[src/rtl/isc_pkg.sv]
package isc_pkg;
  typedef enum logic [1:0] {
    OP_SET     = 2'd0,
    OP_DISABLE = 2'd1,
    OP_ENABLE  = 2'd2
  } cfg_op_e;

  localparam logic [7:0] PRIO_OFF = 8'hFF;
endpackage

[src/rtl/isc_num_decode.sv]
module isc_num_decode #(
  parameter int NSRC  = 8,
  parameter int NUM_W = 8,
  parameter int BASE  = 32
) (
  input  logic             en,
  input  logic [NUM_W-1:0] num,
  output logic [NSRC-1:0]  hit
);
  localparam logic [NUM_W-1:0] FIRST = NUM_W'(BASE);
  localparam logic [NUM_W-1:0] LIMIT = NUM_W'(BASE + NSRC);

  logic             in_win;
  logic [NUM_W-1:0] rel;

  assign in_win = (num >= FIRST) && (num < LIMIT);
  assign rel    = num - FIRST;

  for (genvar g = 0; g < NSRC; g++) begin : g_hit
    assign hit[g] = en && in_win && (rel == NUM_W'(g));
  end
endmodule

[src/rtl/isc_cfg_port.sv]
module isc_cfg_port
  import isc_pkg::*;
#(
  parameter int NSRC  = 8,
  parameter int NUM_W = 8,
  parameter int SRV_W = 4,
  parameter int NSERV = 4,
  parameter int BASE  = 32
) (
  input  logic             clk,
  input  logic             rst_n,
  input  logic             cfg_valid,
  input  logic [1:0]       cfg_op,
  input  logic [NUM_W-1:0] cfg_num,
  input  logic [SRV_W-1:0] cfg_server,
  input  logic [8:0]       cfg_prio,
  output logic [NSRC-1:0]  cfg_hit,
  output logic             cfg_rsp_valid,
  output logic             cfg_rsp_err
);
  logic [NSRC-1:0] num_hit;
  logic            num_ok;
  logic            args_ok;

  isc_num_decode #(.NSRC(NSRC), .NUM_W(NUM_W), .BASE(BASE)) u_dec (
    .en (cfg_valid),
    .num(cfg_num),
    .hit(num_hit)
  );

  assign num_ok = |num_hit;

  always_comb begin
    args_ok = 1'b0;
    if (num_ok) begin
      if (cfg_op == OP_DISABLE || cfg_op == OP_ENABLE) begin
        args_ok = 1'b1;
      end else if (cfg_op == OP_SET) begin
        args_ok = ({1'b0, cfg_server} < (SRV_W+1)'(NSERV)) && !cfg_prio[8];
      end
    end
  end

  assign cfg_hit = args_ok ? num_hit : '0;

  always_ff @(posedge clk) begin
    if (!rst_n) begin
      cfg_rsp_valid <= 1'b0;
      cfg_rsp_err   <= 1'b0;
    end else begin
      cfg_rsp_valid <= cfg_valid;
      cfg_rsp_err   <= cfg_valid && !args_ok;
    end
  end

  AST_RSP_FOLLOWS: assert property (@(posedge clk) disable iff (!rst_n)
    cfg_rsp_valid |-> $past(cfg_valid));
  AST_ONE_TARGET: assert property (@(posedge clk) disable iff (!rst_n)
    $onehot0(cfg_hit));
endmodule

[src/rtl/isc_src_cell.sv]
module isc_src_cell
  import isc_pkg::*;
#(
  parameter int SRV_W = 4,
  parameter bit LEVEL = 1'b0
) (
  input  logic             clk,
  input  logic             rst_n,
  input  logic             line,
  input  logic             cfg_hit,
  input  logic [1:0]       cfg_op,
  input  logic [SRV_W-1:0] cfg_server,
  input  logic [7:0]       cfg_prio,
  input  logic             rej_hit,
  input  logic             eoi_hit,
  input  logic             resend,
  input  logic             load_hit,
  output logic             queued,
  output logic [7:0]       prio,
  output logic [SRV_W-1:0] server
);
  logic             asserted_q, sent_q, rej_q, mpend_q, queued_q;
  logic [7:0]       prio_q, saved_q;
  logic [SRV_W-1:0] server_q;

  logic             asserted_n, sent_n, rej_n, mpend_n, queued_n;
  logic [7:0]       prio_n, saved_n;
  logic [SRV_W-1:0] server_n;
  logic             eval;

  always_comb begin
    asserted_n = asserted_q;
    sent_n     = sent_q;
    rej_n      = rej_q;
    mpend_n    = mpend_q;
    queued_n   = queued_q && !load_hit;
    prio_n     = prio_q;
    saved_n    = saved_q;
    server_n   = server_q;
    eval       = 1'b0;

    if (rej_hit) begin
      rej_n  = 1'b1;
      sent_n = 1'b0;
    end
    if (eoi_hit && LEVEL) sent_n = 1'b0;

    if (LEVEL) begin
      asserted_n = line;
      if (line && !asserted_q) eval = 1'b1;
    end else if (line) begin
      if (prio_q == PRIO_OFF) mpend_n = 1'b1;
      else                    queued_n = 1'b1;
    end

    if (cfg_hit) begin
      case (cfg_op)
        OP_SET: begin
          server_n = cfg_server;
          prio_n   = cfg_prio;
          saved_n  = cfg_prio;
        end
        OP_DISABLE: begin
          saved_n = prio_q;
          prio_n  = PRIO_OFF;
        end
        OP_ENABLE: prio_n = saved_q;
        default: ;
      endcase
      if (LEVEL) begin
        eval = 1'b1;
      end else if (mpend_n && prio_n != PRIO_OFF) begin
        mpend_n  = 1'b0;
        queued_n = 1'b1;
      end
    end

    if (resend) begin
      if (LEVEL) begin
        eval = 1'b1;
      end else if (rej_n) begin
        rej_n = 1'b0;
        if (prio_n != PRIO_OFF) queued_n = 1'b1;
      end
    end

    if (LEVEL && eval && prio_n != PRIO_OFF && asserted_n && !sent_n) begin
      sent_n   = 1'b1;
      queued_n = 1'b1;
    end
  end

  always_ff @(posedge clk) begin
    if (!rst_n) begin
      asserted_q <= 1'b0;
      sent_q     <= 1'b0;
      rej_q      <= 1'b0;
      mpend_q    <= 1'b0;
      queued_q   <= 1'b0;
      prio_q     <= PRIO_OFF;
      saved_q    <= PRIO_OFF;
      server_q   <= '0;
    end else begin
      asserted_q <= asserted_n;
      sent_q     <= sent_n;
      rej_q      <= rej_n;
      mpend_q    <= mpend_n;
      queued_q   <= queued_n;
      prio_q     <= prio_n;
      saved_q    <= saved_n;
      server_q   <= server_n;
    end
  end

  assign queued = queued_q;
  assign prio   = prio_q;
  assign server = server_q;

  AST_SENT_NEEDS_LINE: assert property (@(posedge clk) disable iff (!rst_n)
    $rose(sent_q) |-> (LEVEL && asserted_q));
  AST_DISABLE_MASKS: assert property (@(posedge clk) disable iff (!rst_n)
    (cfg_hit && cfg_op == OP_DISABLE) |=> (prio_q == PRIO_OFF));
  AST_ENABLE_RESTORES: assert property (@(posedge clk) disable iff (!rst_n)
    (cfg_hit && cfg_op == OP_ENABLE) |=> (prio_q == $past(saved_q)));
endmodule

[src/rtl/isc_offer_arb.sv]
module isc_offer_arb
  import isc_pkg::*;
#(
  parameter int NSRC  = 8,
  parameter int NUM_W = 8,
  parameter int SRV_W = 4,
  parameter int BASE  = 32
) (
  input  logic                        clk,
  input  logic                        rst_n,
  input  logic [NSRC-1:0]             cand,
  input  logic [NSRC-1:0][7:0]        prio_vec,
  input  logic [NSRC-1:0][SRV_W-1:0]  server_vec,
  input  logic                        offer_ready,
  output logic [NSRC-1:0]             load_hit,
  output logic                        offer_valid,
  output logic [NUM_W-1:0]            offer_num,
  output logic [7:0]                  offer_prio,
  output logic [SRV_W-1:0]            offer_server
);
  localparam int IDX_W = (NSRC > 1) ? $clog2(NSRC) : 1;

  logic [IDX_W-1:0] sel;
  logic             found;
  logic             load;

  always_comb begin
    found = 1'b0;
    sel   = '0;
    for (int i = 0; i < NSRC; i++) begin
      if (cand[i] && !found) begin
        found = 1'b1;
        sel   = IDX_W'(i);
      end
    end
  end

  assign load = found && (!offer_valid || offer_ready);

  for (genvar g = 0; g < NSRC; g++) begin : g_load
    assign load_hit[g] = load && (sel == IDX_W'(g));
  end

  always_ff @(posedge clk) begin
    if (!rst_n) begin
      offer_valid  <= 1'b0;
      offer_num    <= '0;
      offer_prio   <= PRIO_OFF;
      offer_server <= '0;
    end else if (load) begin
      offer_valid  <= 1'b1;
      offer_num    <= NUM_W'(BASE) + NUM_W'(sel);
      offer_prio   <= prio_vec[sel];
      offer_server <= server_vec[sel];
    end else if (offer_ready) begin
      offer_valid  <= 1'b0;
    end
  end

  AST_OFFER_HOLD: assert property (@(posedge clk) disable iff (!rst_n)
    (offer_valid && !offer_ready) |=> (offer_valid && $stable(offer_num)
      && $stable(offer_prio) && $stable(offer_server)));
  AST_OFFER_UNMASKED: assert property (@(posedge clk) disable iff (!rst_n)
    offer_valid |-> (offer_prio != PRIO_OFF));
endmodule

[src/rtl/isc_src_ctrl.sv]
module isc_src_ctrl
  import isc_pkg::*;
#(
  parameter int              NSRC       = 8,
  parameter int              NUM_W      = 8,
  parameter int              SRV_W      = 4,
  parameter int              NSERV      = 4,
  parameter int              BASE       = 32,
  parameter logic [NSRC-1:0] LEVEL_MASK = 8'hF0
) (
  input  logic             clk,
  input  logic             rst_n,
  input  logic [NSRC-1:0]  src_in,
  input  logic             cfg_valid,
  input  logic [1:0]       cfg_op,
  input  logic [NUM_W-1:0] cfg_num,
  input  logic [SRV_W-1:0] cfg_server,
  input  logic [8:0]       cfg_prio,
  output logic             cfg_rsp_valid,
  output logic             cfg_rsp_err,
  input  logic             rej_valid,
  input  logic [NUM_W-1:0] rej_num,
  input  logic             eoi_valid,
  input  logic [NUM_W-1:0] eoi_num,
  input  logic             resend,
  output logic             offer_valid,
  input  logic             offer_ready,
  output logic [NUM_W-1:0] offer_num,
  output logic [7:0]       offer_prio,
  output logic [SRV_W-1:0] offer_server
);
  logic [NSRC-1:0]            cfg_hit, rej_hit, eoi_hit, load_hit, queued, cand;
  logic [NSRC-1:0][7:0]       prio_vec;
  logic [NSRC-1:0][SRV_W-1:0] server_vec;

  isc_cfg_port #(.NSRC(NSRC), .NUM_W(NUM_W), .SRV_W(SRV_W), .NSERV(NSERV),
                 .BASE(BASE)) u_cfg (
    .clk(clk), .rst_n(rst_n), .cfg_valid(cfg_valid), .cfg_op(cfg_op),
    .cfg_num(cfg_num), .cfg_server(cfg_server), .cfg_prio(cfg_prio),
    .cfg_hit(cfg_hit), .cfg_rsp_valid(cfg_rsp_valid), .cfg_rsp_err(cfg_rsp_err)
  );

  isc_num_decode #(.NSRC(NSRC), .NUM_W(NUM_W), .BASE(BASE)) u_rej_dec (
    .en(rej_valid), .num(rej_num), .hit(rej_hit)
  );

  isc_num_decode #(.NSRC(NSRC), .NUM_W(NUM_W), .BASE(BASE)) u_eoi_dec (
    .en(eoi_valid), .num(eoi_num), .hit(eoi_hit)
  );

  for (genvar g = 0; g < NSRC; g++) begin : g_src
    isc_src_cell #(.SRV_W(SRV_W), .LEVEL(LEVEL_MASK[g])) u_cell (
      .clk(clk), .rst_n(rst_n), .line(src_in[g]),
      .cfg_hit(cfg_hit[g]), .cfg_op(cfg_op), .cfg_server(cfg_server),
      .cfg_prio(cfg_prio[7:0]), .rej_hit(rej_hit[g]), .eoi_hit(eoi_hit[g]),
      .resend(resend), .load_hit(load_hit[g]), .queued(queued[g]),
      .prio(prio_vec[g]), .server(server_vec[g])
    );
    assign cand[g] = queued[g] && (prio_vec[g] != PRIO_OFF);
  end

  isc_offer_arb #(.NSRC(NSRC), .NUM_W(NUM_W), .SRV_W(SRV_W), .BASE(BASE)) u_arb (
    .clk(clk), .rst_n(rst_n), .cand(cand), .prio_vec(prio_vec),
    .server_vec(server_vec), .offer_ready(offer_ready), .load_hit(load_hit),
    .offer_valid(offer_valid), .offer_num(offer_num), .offer_prio(offer_prio),
    .offer_server(offer_server)
  );
endmodule

[config.mk]
export PLATFORM = sky130hd
export DESIGN_NAME = isc_src_ctrl
export DESIGN_NICKNAME = d
export VERILOG_FILES = /design/src/rtl/isc_pkg.sv /design/src/rtl/isc_num_decode.sv /design/src/rtl/isc_cfg_port.sv /design/src/rtl/isc_src_cell.sv /design/src/rtl/isc_offer_arb.sv /design/src/rtl/isc_src_ctrl.sv
export SDC_FILE = /design/constraint.sdc
export NUM_CORES = 1
export LEC_CHECK = 0
export BUFFER_PORTS_ARGS = -buffer_cell sky130_fd_sc_hd__buf_2
export CORE_MARGIN = 4
export CORE_UTILIZATION = 55
export CTS_BUF_LIST = sky130_fd_sc_hd__clkbuf_8
export DETAILED_ROUTE_END_ITERATION = 10
export PLACE_DENSITY_LB_ADDON = 0.15
export SKIP_LAST_GASP = 1
export SLEW_MARGIN = 10
export SYNTH_ARGS = -nofsm -noshare
export SYNTH_HDL_FRONTEND = slang
export SYNTH_SLANG_ARGS = --single-unit
[constraint.sdc]
create_clock -name clk -period 2.9 [get_ports clk]
set_input_delay 0.29 -clock clk [delete_from_list [all_inputs] [get_ports clk]]
set_output_delay 0.29 -clock clk [all_outputs]
set_load 0.01 [all_outputs]
Word-level counts from Yosys, hierarchy flattened --
Index checks and enable logic that the tools add are counted.
Cells by class: add/sub/neg operators 4, $lt $le $gt $ge 8, equality and inequality tests 51, multiplexer cells 129, bitwise operators 1, reductions and logical operators 132
Operators with widths (count):
- 8-bit one-hot mux with 3 select lines | 8
- 8-bit != test (second input constant) | 20
- 8-bit one-hot mux with 2 select lines | 8
- 8-bit two-way mux | 14
- 8-bit by 3-bit equality test with 1-bit output (second input constant) | 12
- 1-bit two-way mux | 90
- 1-bit logical AND | 80
- 8-bit by 2-bit equality test with 1-bit output (second input constant) | 4
- 8-bit equality test (second input constant) | 4
- 2-bit AND reduction | 16
- 1-bit zero test | 26
- 8-bit binary-select mux with 3-bit select | 1
- 8-bit by 6-bit greater-or-equal comparator with 1-bit output (second input constant) | 3
- 8-bit by 6-bit < comparator with 1-bit output (second input constant) | 3
- 8-bit by 6-bit subtractor with 8-bit output (second input constant) | 3
- 8-bit by 1-bit equality test with 1-bit output (second input constant) | 2
- 8-bit zero test | 2
- 4-bit binary-select mux with 3-bit select | 1
- 3-bit equality test (second input constant) | 4
- 3-bit two-way mux | 4
- 8-bit OR reduction | 1
- 6-bit by 3-bit adder with 7-bit output (first input constant) | 1
- 3-bit by 2-bit equality test with 1-bit output (second input constant) | 2
- 3-bit by 4-bit < comparator with 1-bit output (second input constant) | 1
- 12 further kinds | 15
Word-level totals: bits in registers 207, input port bits 54, output and inout port bits 23, word-level logic and storage cells 379

Depth between registers and ports, before layout --
Gate-level depths: netlist (run 1).
depth in word-level cells 35, depth in mapped cells 12, gate-level depth less buffers 9

Hierarchy --
From an unflattened synthesis (run 1), not the netlist that was laid out.
Second synthesis, totals: cells, all modules 1351, area total of the unflattened synthesis 12176.7 µm²
By module, submodules not included:
- isc_src_cell at g_src[0].u_cell ... | times used 4, cells each 142, area an instance 1268.7 µm², seq. area each 460.4 µm²
- isc_src_cell at g_src[4].u_cell ... | times used 4, cells each 127, area an instance 1179.9 µm², seq. area each 460.4 µm²
- isc_offer_arb | times used 1, cells each 171, area an instance 1478.9 µm², seq. area each 340.3 µm²
- isc_num_decode at u_cfg.u_dec ... | times used 2, cells each 20, area an instance 197.7 µm², seq. area each 0.0 µm²
- isc_num_decode at u_rej_dec | times used 1, cells each 20, area an instance 188.9 µm², seq. area each 0.0 µm²
- isc_src_ctrl | times used 1, cells each 24, area an instance 160.2 µm², seq. area each 0.0 µm²
- isc_cfg_port | times used 1, cells each 20, area an instance 158.9 µm², seq. area each 40.0 µm²

Worst setup path after synthesis (run 1) --
Ideal clock, no wire load.
path type input to register, start point input port cfg_num[5], end point register g_src[1].u_cell.queued_q, setup time 58 ps, data arrival time 2634 ps, required time 2842 ps, setup slack 208 ps, stages on the path 11, path buffers 2, cell sequence inv_1 > ha_1 > or4_4 > or2_0 > buf_2 > nor4_4 > buf_6 > mux2i_1 > nor4_1 > a2111oi_1 > a21o_1
On the way: cells in the longest elaborated chain, start to end 12, elaborated cells on any way between the ends 30, classes of those cells add/sub: 1; order compare: 2; eq/ne: 8; mux: 7; reduce/logical: 12
RTL lines:
- from (decl) | line isc_src_ctrl.sv:16 | input logic [NUM_W-1:0] cfg_num,
- parallel branches: the longest is 6 deep, another holds 8-bit by 6-bit subtractor with 8-bit output
- 8-bit two-way mux (*) | line isc_cfg_port.sv:44 | assign cfg_hit = args_ok ? num_hit : '0;
- 8-bit two-way mux | line isc_src_cell.sv:56 | if (cfg_hit) begin
- 8-bit != test | line isc_src_cell.sv:83 | if (prio_n != PRIO_OFF) queued_n = 1'b1;
- 1-bit two-way mux | line isc_src_cell.sv:83
- 1-bit two-way mux | line isc_src_cell.sv:81 | end else if (rej_n) begin
- 1-bit two-way mux (*) | line isc_src_cell.sv:78 | if (resend) begin
- to (signal assigned) | line isc_src_cell.sv:108 | queued_q <= queued_n;
- to (decl) | line isc_src_cell.sv:22 | logic asserted_q, sent_q, rej_q, mpend_q, queued_q;
Every way passes the cells marked *. A chain may end at the register's enable or synchronous reset.

Final worst setup path (run 1) --
start point register g_src[2].u_cell.prio_q[5], end point register u_arb.offer_prio[5]
On the way: cells in the longest elaborated chain, start to end 21, elaborated cells on any way between the ends 28, classes of those cells eq/ne: 1; mux: 14; reduce/logical: 13
RTL lines:
- from (decl) | line isc_src_cell.sv:23 | logic [7:0] prio_q, saved_q;
- from (signal assigned) | line isc_src_cell.sv:109 | prio_q <= prio_n;
- 8-bit != test | line isc_src_ctrl.sv:59 | assign cand[g] = queued[g] && (prio_vec[g] != PRIO_OFF);
- 1-bit logical AND | line isc_src_ctrl.sv:59
- 1-bit logical AND | line isc_offer_arb.sv:31 | if (cand[i] && !found) begin
- 1-bit two-way mux | line isc_offer_arb.sv:31
- 1-bit zero test | line isc_offer_arb.sv:31
- 1-bit logical AND | line isc_offer_arb.sv:31
- 1-bit two-way mux | line isc_offer_arb.sv:31
- 1-bit zero test | line isc_offer_arb.sv:31
- (+5 left out)
- 1-bit zero test | line isc_offer_arb.sv:31
- 1-bit logical AND | line isc_offer_arb.sv:31
- 1-bit two-way mux | line isc_offer_arb.sv:31
- 1-bit zero test | line isc_offer_arb.sv:31
- 1-bit logical AND | line isc_offer_arb.sv:31
- 3-bit two-way mux | line isc_offer_arb.sv:31
- 8-bit binary-select mux with 3-bit select | line isc_offer_arb.sv:53 | offer_prio <= prio_vec[sel];
- 8-bit two-way mux (not written as such) | line isc_offer_arb.sv:53
- to (signal assigned) | line isc_offer_arb.sv:53
- to (decl) | line isc_offer_arb.sv:18 | output logic [7:0] offer_prio,
Several ways; a longest one is shown, not always the timed one. The select of a mux whose other input is x is not followed.

==> flow_metrics.py, run 1 <==
metrics = {
    "place": {
        "placed_cells_incl_taps": 1630,
        "dp.final_hpwl_um": 25490,
        "io_buffers": 72,
        "place_congestion": 0.9855,
    },
    "floorplan": {
        "boundaryPins": 77,
        "core_area_um2": 18640,
        "die_y_um": 145.5,
        "rows": 50,
        "fp.dieW_um": 145.5,
        "die_area_um2": 21160,
        "start_util_pct": 55.75,
    },
    "power_and_ir_drop": {
        "p_seq_share_pct": 45.9,
        "pwr-share-comb_pct": 8.8,
        "ir_drop_mv": 0.3541,
        "power_density_nw_per_um2": 493.8,
        "p_sw_mw": 1.584,
        "p_int_mw": 4.530,
        "p_sw_share_pct": 25.91,
        "p_leak_nw": 5.458,
        "clkPwrFrac_pct": 45.3,
    },
    "cts": {
        "cts-resized-gates": 0,
        "h-tree-depth": 2,
        "clk_pin_slew_ns": 0.06,
        "postCtsSetupBuffers": 0,
        "cts_tree": "built",
        "clock_path_buffers": 3,
        "ctsRootBufferMaster": "clkbuf_8",
        "cts_buffers": 38,
        "clk_latency_ns": 0.54,
        "hold_buffers": 3,
        "cts.sinks": 203,
    },
    "grt": {
        "antenna_found_initial": 0,
        "track_usage_pct": 33.23,
        "grt-ovfl-total": 0,
        "grt_pass1_vias": 10394,
        "grt_pass1_wl_um": 56990,
        "grt_max_degree": 123,
    },
    "cells_and_area": {
        "synthToLayoutAreaGrowth_pct": 19.13,
        "diodes": 0,
        "final_nets": 1500,
        "layout-drive-gt1-share_pct": 18.96,
        "finalNonFillerCells": 1695,
        "mostFrequentLayoutCell": "dfxtp_1",
        "layout.cells.most_common_list": "dfxtp_1, nand2_1, buf_4, a21oi_1, o21ai_0",
        "post-route-util_pct": 66.42,
    },
    "worst_setup_path": {
        "r2r-start": "g_src[2].u_cell.prio[5]$_SDFF_PN1_",
        "crit_path_end_kind": "flop",
        "startpoint_type": "flop",
        "arrival_ns": 3.13,
        "path_class": "reg -> reg",
        "worst-r2r-setup-slack_ns": 0.18,
        "crit_fanout": 16,
        "crit_required_ns": 3.30,
        "crit_start": "g_src[2].u_cell.prio[5]$_SDFF_PN1_",
        "reg2reg_to": "u_arb.offer_prio[5]$_SDFFE_PN1P_",
        "r2r_cells": 8,
    },
    "route": {
        "vias": 10878,
        "drt_first_iter_violations": 1369,
        "drc": 0,
        "routed_wl_um": 36070,
        "final_antenna_net_count": 0,
        "wl_per_cell_um": 21.28,
        "firstDrtPassIters": 8,
        "vias_per_cell": 6.418,
    },
    "sta": {
        "max_freq_mhz": 367.2,
        "min_period_ns": 2.723,
        "finalHoldViolCount": 0,
        "worst_pin_slew_ns": 0.6682,
        "slew_viol_final": 0,
        "fin_skew_ns": 0.02477,
        "finalCritPeriodShare_pct": 93.90,
        "relSlewSlack_pct": 55.29,
        "rsz0062_at_grt": "false",
        "tns_ns": 0,
        "setup_viol": 0,
    },
    "hold_path": {
        "whs_endpoint": "g_src[5].u_cell.asserted_q$_SDFF_PN0_",
        "hold_class": "in -> reg",
        "hold_depth": 2,
        "hold_start": "src_in[5]",
    },
    "logic_synthesis": {
        "synth_edf_count": 0,
        "synth-seq-cells": 203,
        "syn-cell-area_um2": 10390,
        "yosysUniqueCellTypes": 70,
        "synth_top_area_cell": "dfxtp_1",
        "syn_area_per_cell_um2": 7.940,
        "ys.flop_type": "dfxtp_1",
        "synth-seq-area-share_pct": 39.10,
        "synthArstFlopShare_pct": 0,
        "synthCells": 1309,
        "yosysTopAreaCellShare_pct": 39.10,
        "yosysWarningCount": 0,
        "synth_area_leaders": "dfxtp_1, nand2_1, a21oi_1",
    },
    "outcome": {
        "status": "finished clean",
    },
    "job": {
        "max-cap-violations": 0,
    },
}
[routing by layer]
metal | global-route usage [%] | wire, um | up-vias
met5 | 0 | 0 | -
met4 | 14.96 | 1497 | 0
met3 | 6.011 | 3851 | 114
met2 | 51.90 | 16110 | 660
met1 | 45.09 | 14610 | 5042
li1 | - | - | 5062
[area by class of cell]
class                      count  area [um2]
multi-input combinational    955        5719
sequential                   203        4064
timing repair buffer         196        1389
clock inverter                11       46.29
inverter                      45       168.9
clock buffer                  51       701.9
fill                        1655        6261
tap                          234       292.8
[worst max path at each step]
| stage | slack, ns | end | cells after the start |
|---|---|---|---|
| 6_report | 0.18 | u_arb.offer_prio[5]$_SDFFE_PN1P_ | 8 |
| 5_1_grt | 0.06 | u_arb.offer_prio[3]$_SDFFE_PN1P_ | 8 |
| 4_1_cts | 0.24 | u_arb.offer_prio[5]$_SDFFE_PN1P_ | 8 |
| 3_5_place_dp | -0.11 | g_src[3].u_cell.saved_q[6]$_SDFFE_PN1P_ | 11 |
| 3_3_place_gp | -0.07 | g_src[3].u_cell.saved_q[1]$_SDFFE_PN1P_ | 11 |
| 2_1_floorplan | 0.21 | g_src[1].u_cell.queued$_SDFF_PN0_ | 11 |
[kinds of logic after synthesis]
logic type	count (synthesis)	synth area share, %
AOI/OAI and AO/OA	449	28.24
and+or+nand+nor	445	20.91
DFF	203	39.10
buffers and inverters	154	6.031
muxes	50	4.839
adders and majority gates	7	0.8426
other	1	0.03608
[power groups by stage]
| stage | registers [mW] | logic [mW] | clock network, mW |
|---|---|---|---|
| finish | 2.80 | 0.541 | 2.77 |
| global route | 2.80 | 0.577 | 2.92 |
| CTS | 2.80 | 0.525 | 2.79 |
| detailed placement | 2.86 | 0.518 | 0 |
| global placement | 2.86 | 0.516 | 0 |
| floorplan | 2.86 | 0.300 | 0 |
[Yosys cell counts, types with 8 or more instances]
master      n
nand3_1    63
a31o_2      9
a21oi_1   110
a221o_1    18
nor3_1     12
inv_1      42
and2_1     13
a21o_1     13
nand2_1   200
a2111o_1    8
o221ai_1   10
a211oi_1   20
dfxtp_1   203
nand2b_1   10
a31oi_1    17
clkbuf_1   87
o21ai_0   109
mux2i_1    48
o22ai_1    18
o211ai_1   66
buf_2       9
nor4_1     11
nand4_1    27
nor2_1     62
[critical path: stages (launching register included)]
cell and delay (ns):
dfxtp_1 0.40, nand4_1 0.27, o21ai_0 0.32, buf_4 0.18, nand4_1 0.16, or2_2 0.51, nand3_1 0.15, a31oi_1 0.13
a2111o_1 0.46
[flip-flops by register name, indices dropped and copies added, names as in the netlist]
name / count
u_cfg.cfg_rsp_err: 1
g_src.u_cell.asserted_q: 4
g_src.u_cell.prio: 64
g_src.u_cell.sent_q: 4
g_src.u_cell.server: 32
u_arb.offer_valid: 1
u_arb.offer_prio: 8
g_src.u_cell.mpend_q: 4
u_arb.offer_server: 4
g_src.u_cell.saved_q: 64
u_cfg.cfg_rsp_valid: 1
g_src.u_cell.queued: 8
g_src.u_cell.rej_q: 4
u_arb.offer_num: 4
[through the flow]
| step | area [um2] | setup WS, ns | hold slack, ns | total power, mW |
|---|---|---|---|---|
| after floorplan | 10410 | 0.2082 | 0.4055 | 3.163 |
| after global placement | 11600 | -0.06867 | 0.4355 | 3.379 |
| after detailed placement | 11600 | -0.1075 | 0.4461 | 3.382 |
| after CTS | 12380 | 0.2354 | 0.01524 | 6.123 |
| after global routing | 12380 | 0.05706 | 0.02526 | 6.302 |
| final | 12380 | 0.1768 | 0.03932 | 6.115 |
(Power assumes the default switching activity.)
==> run 2: changes to the inputs <==
REMOVE_ABC_BUFFERS = 1   (was unset)
==> flow_metrics.py, run 2 (synthesis gave the netlist of run 1 again) <==
metrics = {
    "worst_setup_path": {
        "cp_cell_sequence": "nand4_1, o21ai_0, o211ai_1, a21oi_1, buf_4, a31oi_1, a2111o_1",
        "worst_path_max_delay_cell": "o21ai_0",
        "slowest_delay_ns": 0.45,
        "path_class": "reg -> reg",
        "arrival_ns": 3.07,
        "crit_path_end_kind": "flop",
        "crit_fanout": 13,
        "crit_required_ns": 3.30,
        "startpoint_type": "flop",
    },
    "grt": {
        "grt_max_degree": 47,
        "antenna_found_initial": 1,
        "grt-ovfl-total": 0,
        "grt_pass1_wl_um": 55330,
        "track_usage_pct": 32.23,
        "grt_pass1_vias": 10167,
    },
    "floorplan": {
        "die_y_um": 145.5,
        "fp.dieW_um": 145.5,
        "core_area_um2": 18640,
        "die_area_um2": 21160,
        "rows": 50,
        "start_util_pct": 55.75,
        "boundaryPins": 77,
    },
    "route": {
        "routed_wl_um": 35300,
        "wl_per_cell_um": 21.20,
        "drt_first_iter_violations": 1266,
        "vias_per_cell": 6.459,
        "drc": 0,
        "final_antenna_net_count": 0,
        "vias": 10755,
        "firstDrtPassIters": 6,
    },
    "cells_and_area": {
        "final_nets": 1473,
        "synthToLayoutAreaGrowth_pct": 15.73,
        "post-route-util_pct": 64.52,
        "layout.cells.most_common_list": "dfxtp_1, nand2_1, a21oi_1, o21ai_0, buf_4",
        "layout-drive-gt1-share_pct": 17.19,
        "mostFrequentLayoutCell": "dfxtp_1",
        "finalNonFillerCells": 1665,
        "diodes": 0,
        "final_area_um2": 12030,
    },
    "sta": {
        "slew_viol_final": 0,
        "fin_skew_ns": 0.01898,
        "min_period_ns": 2.669,
        "relSlewSlack_pct": 47.96,
        "finalHoldViolCount": 0,
        "finalCritPeriodShare_pct": 92.02,
        "worst_pin_slew_ns": 0.7725,
        "max_freq_mhz": 374.7,
        "tns_ns": 0,
        "setup_viol": 0,
        "fin_hold_ws_ns": 0.04254,
        "rsz0062_at_grt": "false",
    },
    "cts": {
        "ctsRootBufferMaster": "clkbuf_8",
        "clk_pin_slew_ns": 0.06,
        "h-tree-depth": 2,
        "postCtsSetupBuffers": 0,
        "cts.sinks": 203,
        "clock_path_buffers": 3,
        "cts_buffers": 37,
        "clk_latency_ns": 0.52,
        "cts_tree": "built",
    },
    "power_and_ir_drop": {
        "p_int_mw": 4.313,
        "power_density_nw_per_um2": 486.7,
        "p_sw_share_pct": 26.33,
        "p_seq_share_pct": 47.9,
        "clkPwrFrac_pct": 43.1,
        "p_sw_mw": 1.542,
        "p_leak_nw": 5.282,
        "pwr-share-comb_pct": 9.1,
        "ir_drop_mv": 0.3712,
    },
    "outcome": {
        "status": "finished clean",
    },
    "place": {
        "dp.final_hpwl_um": 25390,
        "place_congestion": 0.9731,
        "placed_cell_area_um2": 11360,
        "io_buffers": 72,
        "placed_cells_incl_taps": 1605,
    },
    "job": {
        "max-cap-violations": 0,
    },
    "hold_path": {
        "hold_class": "in -> reg",
    },
}
run 2: per-layer routing:
metal  share of wire (%)  track usage, %  up-vias
met3                  10           7.038      115
li1                    -               -     5006
met2                  44           50.06      624
met5               0.037               0        -
met4                 4.3           13.72        2
met1                  42           43.54     5008
run 2: worst paths after layout:
kind                                                  to  cells after the start  slack, ns                              startpoint
hold / removal     g_src[5].u_cell.asserted_q$_SDFF_PN0_                      2       0.04                               src_in[5]
setup reg to reg        u_arb.offer_prio[4]$_SDFFE_PN1P_                      7       0.23      g_src[4].u_cell.prio[7]$_SDFF_PN1_
hold reg to reg   g_src[6].u_cell.server[1]$_SDFFE_PN0P_                      2       0.45  g_src[6].u_cell.server[1]$_SDFFE_PN0P_
setup / recovery        u_arb.offer_prio[4]$_SDFFE_PN1P_                      7       0.23      g_src[4].u_cell.prio[7]$_SDFF_PN1_
run 2: layout make-up:
class,count,area [um2]
clock buffer,40,550.5
clock inverter,18,100.1
fill,1693,6614
inverter,45,168.9
multi-input combinational,955,5724
sequential,203,4064
tap,234,292.8
timing repair buffer,170,1129
run 2: stage by stage:
step | total power, mW | setup WS [ns]
2_1_floorplan | 3.104 | -0.8355
3_3_place_gp | 3.370 | -0.02053
3_5_place_dp | 3.372 | -0.1417
4_1_cts | 5.861 | 0.2033
5_1_grt | 6.043 | 0.04448
6_report | 5.855 | 0.2313
run 2: power groups by stage:
| stage | sequential (mW) | combinational [mW] | clock [mW] |
|---|---|---|---|
| floorplan | 2.86 | 0.240 | 0 |
| global placement | 2.86 | 0.506 | 0 |
| detailed placement | 2.86 | 0.509 | 0 |
| CTS | 2.80 | 0.512 | 2.55 |
| global route | 2.80 | 0.564 | 2.68 |
| finish | 2.80 | 0.530 | 2.52 |
run 2: worst max-delay path: cells and delay by family (launching register included):
kind	cells	cell delay, ns
AO/OA/AOI/OAI	5	1.66
flip-flops	1	0.41
buffers and inverters	1	0.27
AND/OR/NAND/NOR	1	0.21
run 2: timing repair:
item,4_1_cts,5_1_grt
endpoints found under the hold margin,2,0
endpoints found under the setup margin,0,10
hold buffers,2,0
gates resized for setup,0,1
==> run 3: changes to the inputs <==
ABC_CLOCK_PERIOD_IN_PS = 2900   (was unset)
SETUP_SLACK_MARGIN = 0.3   (was unset)
==> flow_metrics.py, run 3 (synthesis gave the netlist of run 1 again) <==
metrics = {
    "place": {
        "placed_cells_incl_taps": 1605,
        "placed_cell_area_um2": 11360,
        "dp.final_hpwl_um": 25390,
        "io_buffers": 72,
        "place_congestion": 0.9731,
    },
    "cts": {
        "clk_pin_slew_ns": 0.06,
        "clk_latency_ns": 0.52,
        "h-tree-depth": 2,
        "clock_path_buffers": 3,
        "cts_buffers": 37,
        "ctsRootBufferMaster": "clkbuf_8",
        "cts.sinks": 203,
        "cts_tree": "built",
    },
    "grt": {
        "grt_pass1_vias": 10144,
        "grt_pass1_wl_um": 55370,
        "track_usage_pct": 32.24,
        "grt_max_degree": 47,
        "antenna_found_initial": 1,
        "grt-ovfl-total": 0,
    },
    "cells_and_area": {
        "final_nets": 1475,
        "synthToLayoutAreaGrowth_pct": 16.11,
        "layout.cells.most_common_list": "dfxtp_1, nand2_1, a21oi_1, o21ai_0, buf_4",
        "diodes": 0,
        "post-route-util_pct": 64.73,
        "finalNonFillerCells": 1667,
        "layout-drive-gt1-share_pct": 17.73,
        "final_area_um2": 12070,
        "mostFrequentLayoutCell": "dfxtp_1",
    },
    "worst_setup_path": {
        "crit_fanout": 13,
        "path_class": "reg -> reg",
        "slowest_delay_ns": 0.44,
        "crit_required_ns": 3.30,
        "worst_path_max_delay_cell": "a2111o_1",
        "arrival_ns": 2.95,
        "cp_cell_sequence": "nand4_1, o21ai_1, o211ai_1, a21oi_1, buf_4, a31oi_1, a2111o_1",
        "startpoint_type": "flop",
        "crit_path_end_kind": "flop",
    },
    "outcome": {
        "status": "finished clean",
    },
    "sta": {
        "rsz0062_at_grt": "true",
        "relSlewSlack_pct": 49.05,
        "fin_skew_ns": 0.01604,
        "fin_hold_ws_ns": 0.04313,
        "setup_viol": 0,
        "finalHoldViolCount": 0,
        "min_period_ns": 2.544,
        "slew_viol_final": 0,
        "max_freq_mhz": 393.0,
        "worst_pin_slew_ns": 0.7614,
        "finalCritPeriodShare_pct": 87.74,
    },
    "power_and_ir_drop": {
        "total_power_mw": 5.856,
        "p_leak_nw": 5.295,
        "ir_drop_mv": 0.3722,
        "power_density_nw_per_um2": 485.3,
    },
    "route": {
        "wl_per_cell_um": 21.19,
        "firstDrtPassIters": 6,
        "drc": 0,
        "final_antenna_net_count": 0,
        "routed_wl_um": 35330,
        "drt_first_iter_violations": 1221,
        "vias_per_cell": 6.401,
        "vias": 10670,
    },
    "floorplan": {
        "fp.dieW_um": 145.5,
        "boundaryPins": 77,
        "core_area_um2": 18640,
        "die_area_um2": 21160,
        "rows": 50,
        "die_y_um": 145.5,
        "start_util_pct": 55.75,
    },
    "job": {
        "max-cap-violations": 0,
    },
    "hold_path": {
        "hold_class": "in -> reg",
    },
}
==> run 3: final timing paths <==
check / start / slack, ns / depth (start not counted) / end
max: g_src[4].u_cell.prio[7]$_SDFF_PN1_ / 0.36 / 7 / u_arb.offer_prio[4]$_SDFFE_PN1P_
min: src_in[5] / 0.04 / 2 / g_src[5].u_cell.asserted_q$_SDFF_PN0_
max reg2reg: g_src[4].u_cell.prio[7]$_SDFF_PN1_ / 0.36 / 7 / u_arb.offer_prio[4]$_SDFFE_PN1P_
min reg2reg: g_src[6].u_cell.server[1]$_SDFFE_PN0P_ / 0.45 / 2 / g_src[6].u_cell.server[1]$_SDFFE_PN0P_
==> run 3: metal layers <==
| layer | global-route usage (%) | vias up | wire, um |
|---|---|---|---|
| li1 | - | 5006 | - |
| met1 | 43.58 | 4990 | 14870 |
| met2 | 50.08 | 561 | 15480 |
| met3 | 7.038 | 111 | 3600 |
| met4 | 13.68 | 2 | 1359 |
| met5 | 0 | - | 13 |
==> run 3: where the power goes <==
| part | internal (mW) | switching [mW] | leakage (nW) |
|---|---|---|---|
| Clock | 1.34 | 1.18 | 0.385 |
| Sequential | 2.80 | 0.00421 | 1.64 |
| Combinational | 0.171 | 0.360 | 3.27 |
==> run 3: layout make-up <==
type / count / area [um2]
fill: 1687 / 6575
multi-input combinational: 955 / 5748
sequential: 203 / 4064
timing repair buffer: 172 / 1144
clock buffer: 40 / 550.5
tap: 234 / 292.8
inverter: 45 / 168.9
clock inverter: 18 / 100.1
==> run 3: metrics by stage <==
stage | setup TNS [ns] | setup slack, ns
after global routing | 0 | 0.3045
after CTS | 0 | 0.3612
after global placement | -0.02053 | -0.02053
final | 0 | 0.3556
after floorplan | -29.92 | -0.8355
after detailed placement | -0.4038 | -0.1417
==> run 3: worst max-delay path: cells and delay by family (launching register included) <==
family,cells,cell delay [ns]
flip-flops,1,0.41
buffers and inverters,1,0.28
AND/OR/NAND/NOR,1,0.21
AO/OA/AOI/OAI,5,1.52
==> run 3: what timing repair did <==
action                                  in CTS  in global routing
gates resized for setup                      2                 10
pin swaps                                    0                  2
endpoints found under the hold margin        2                  0
endpoints found under the setup margin      13                 23
hold buffers                                 2                  0
buffers inserted                             0                  2
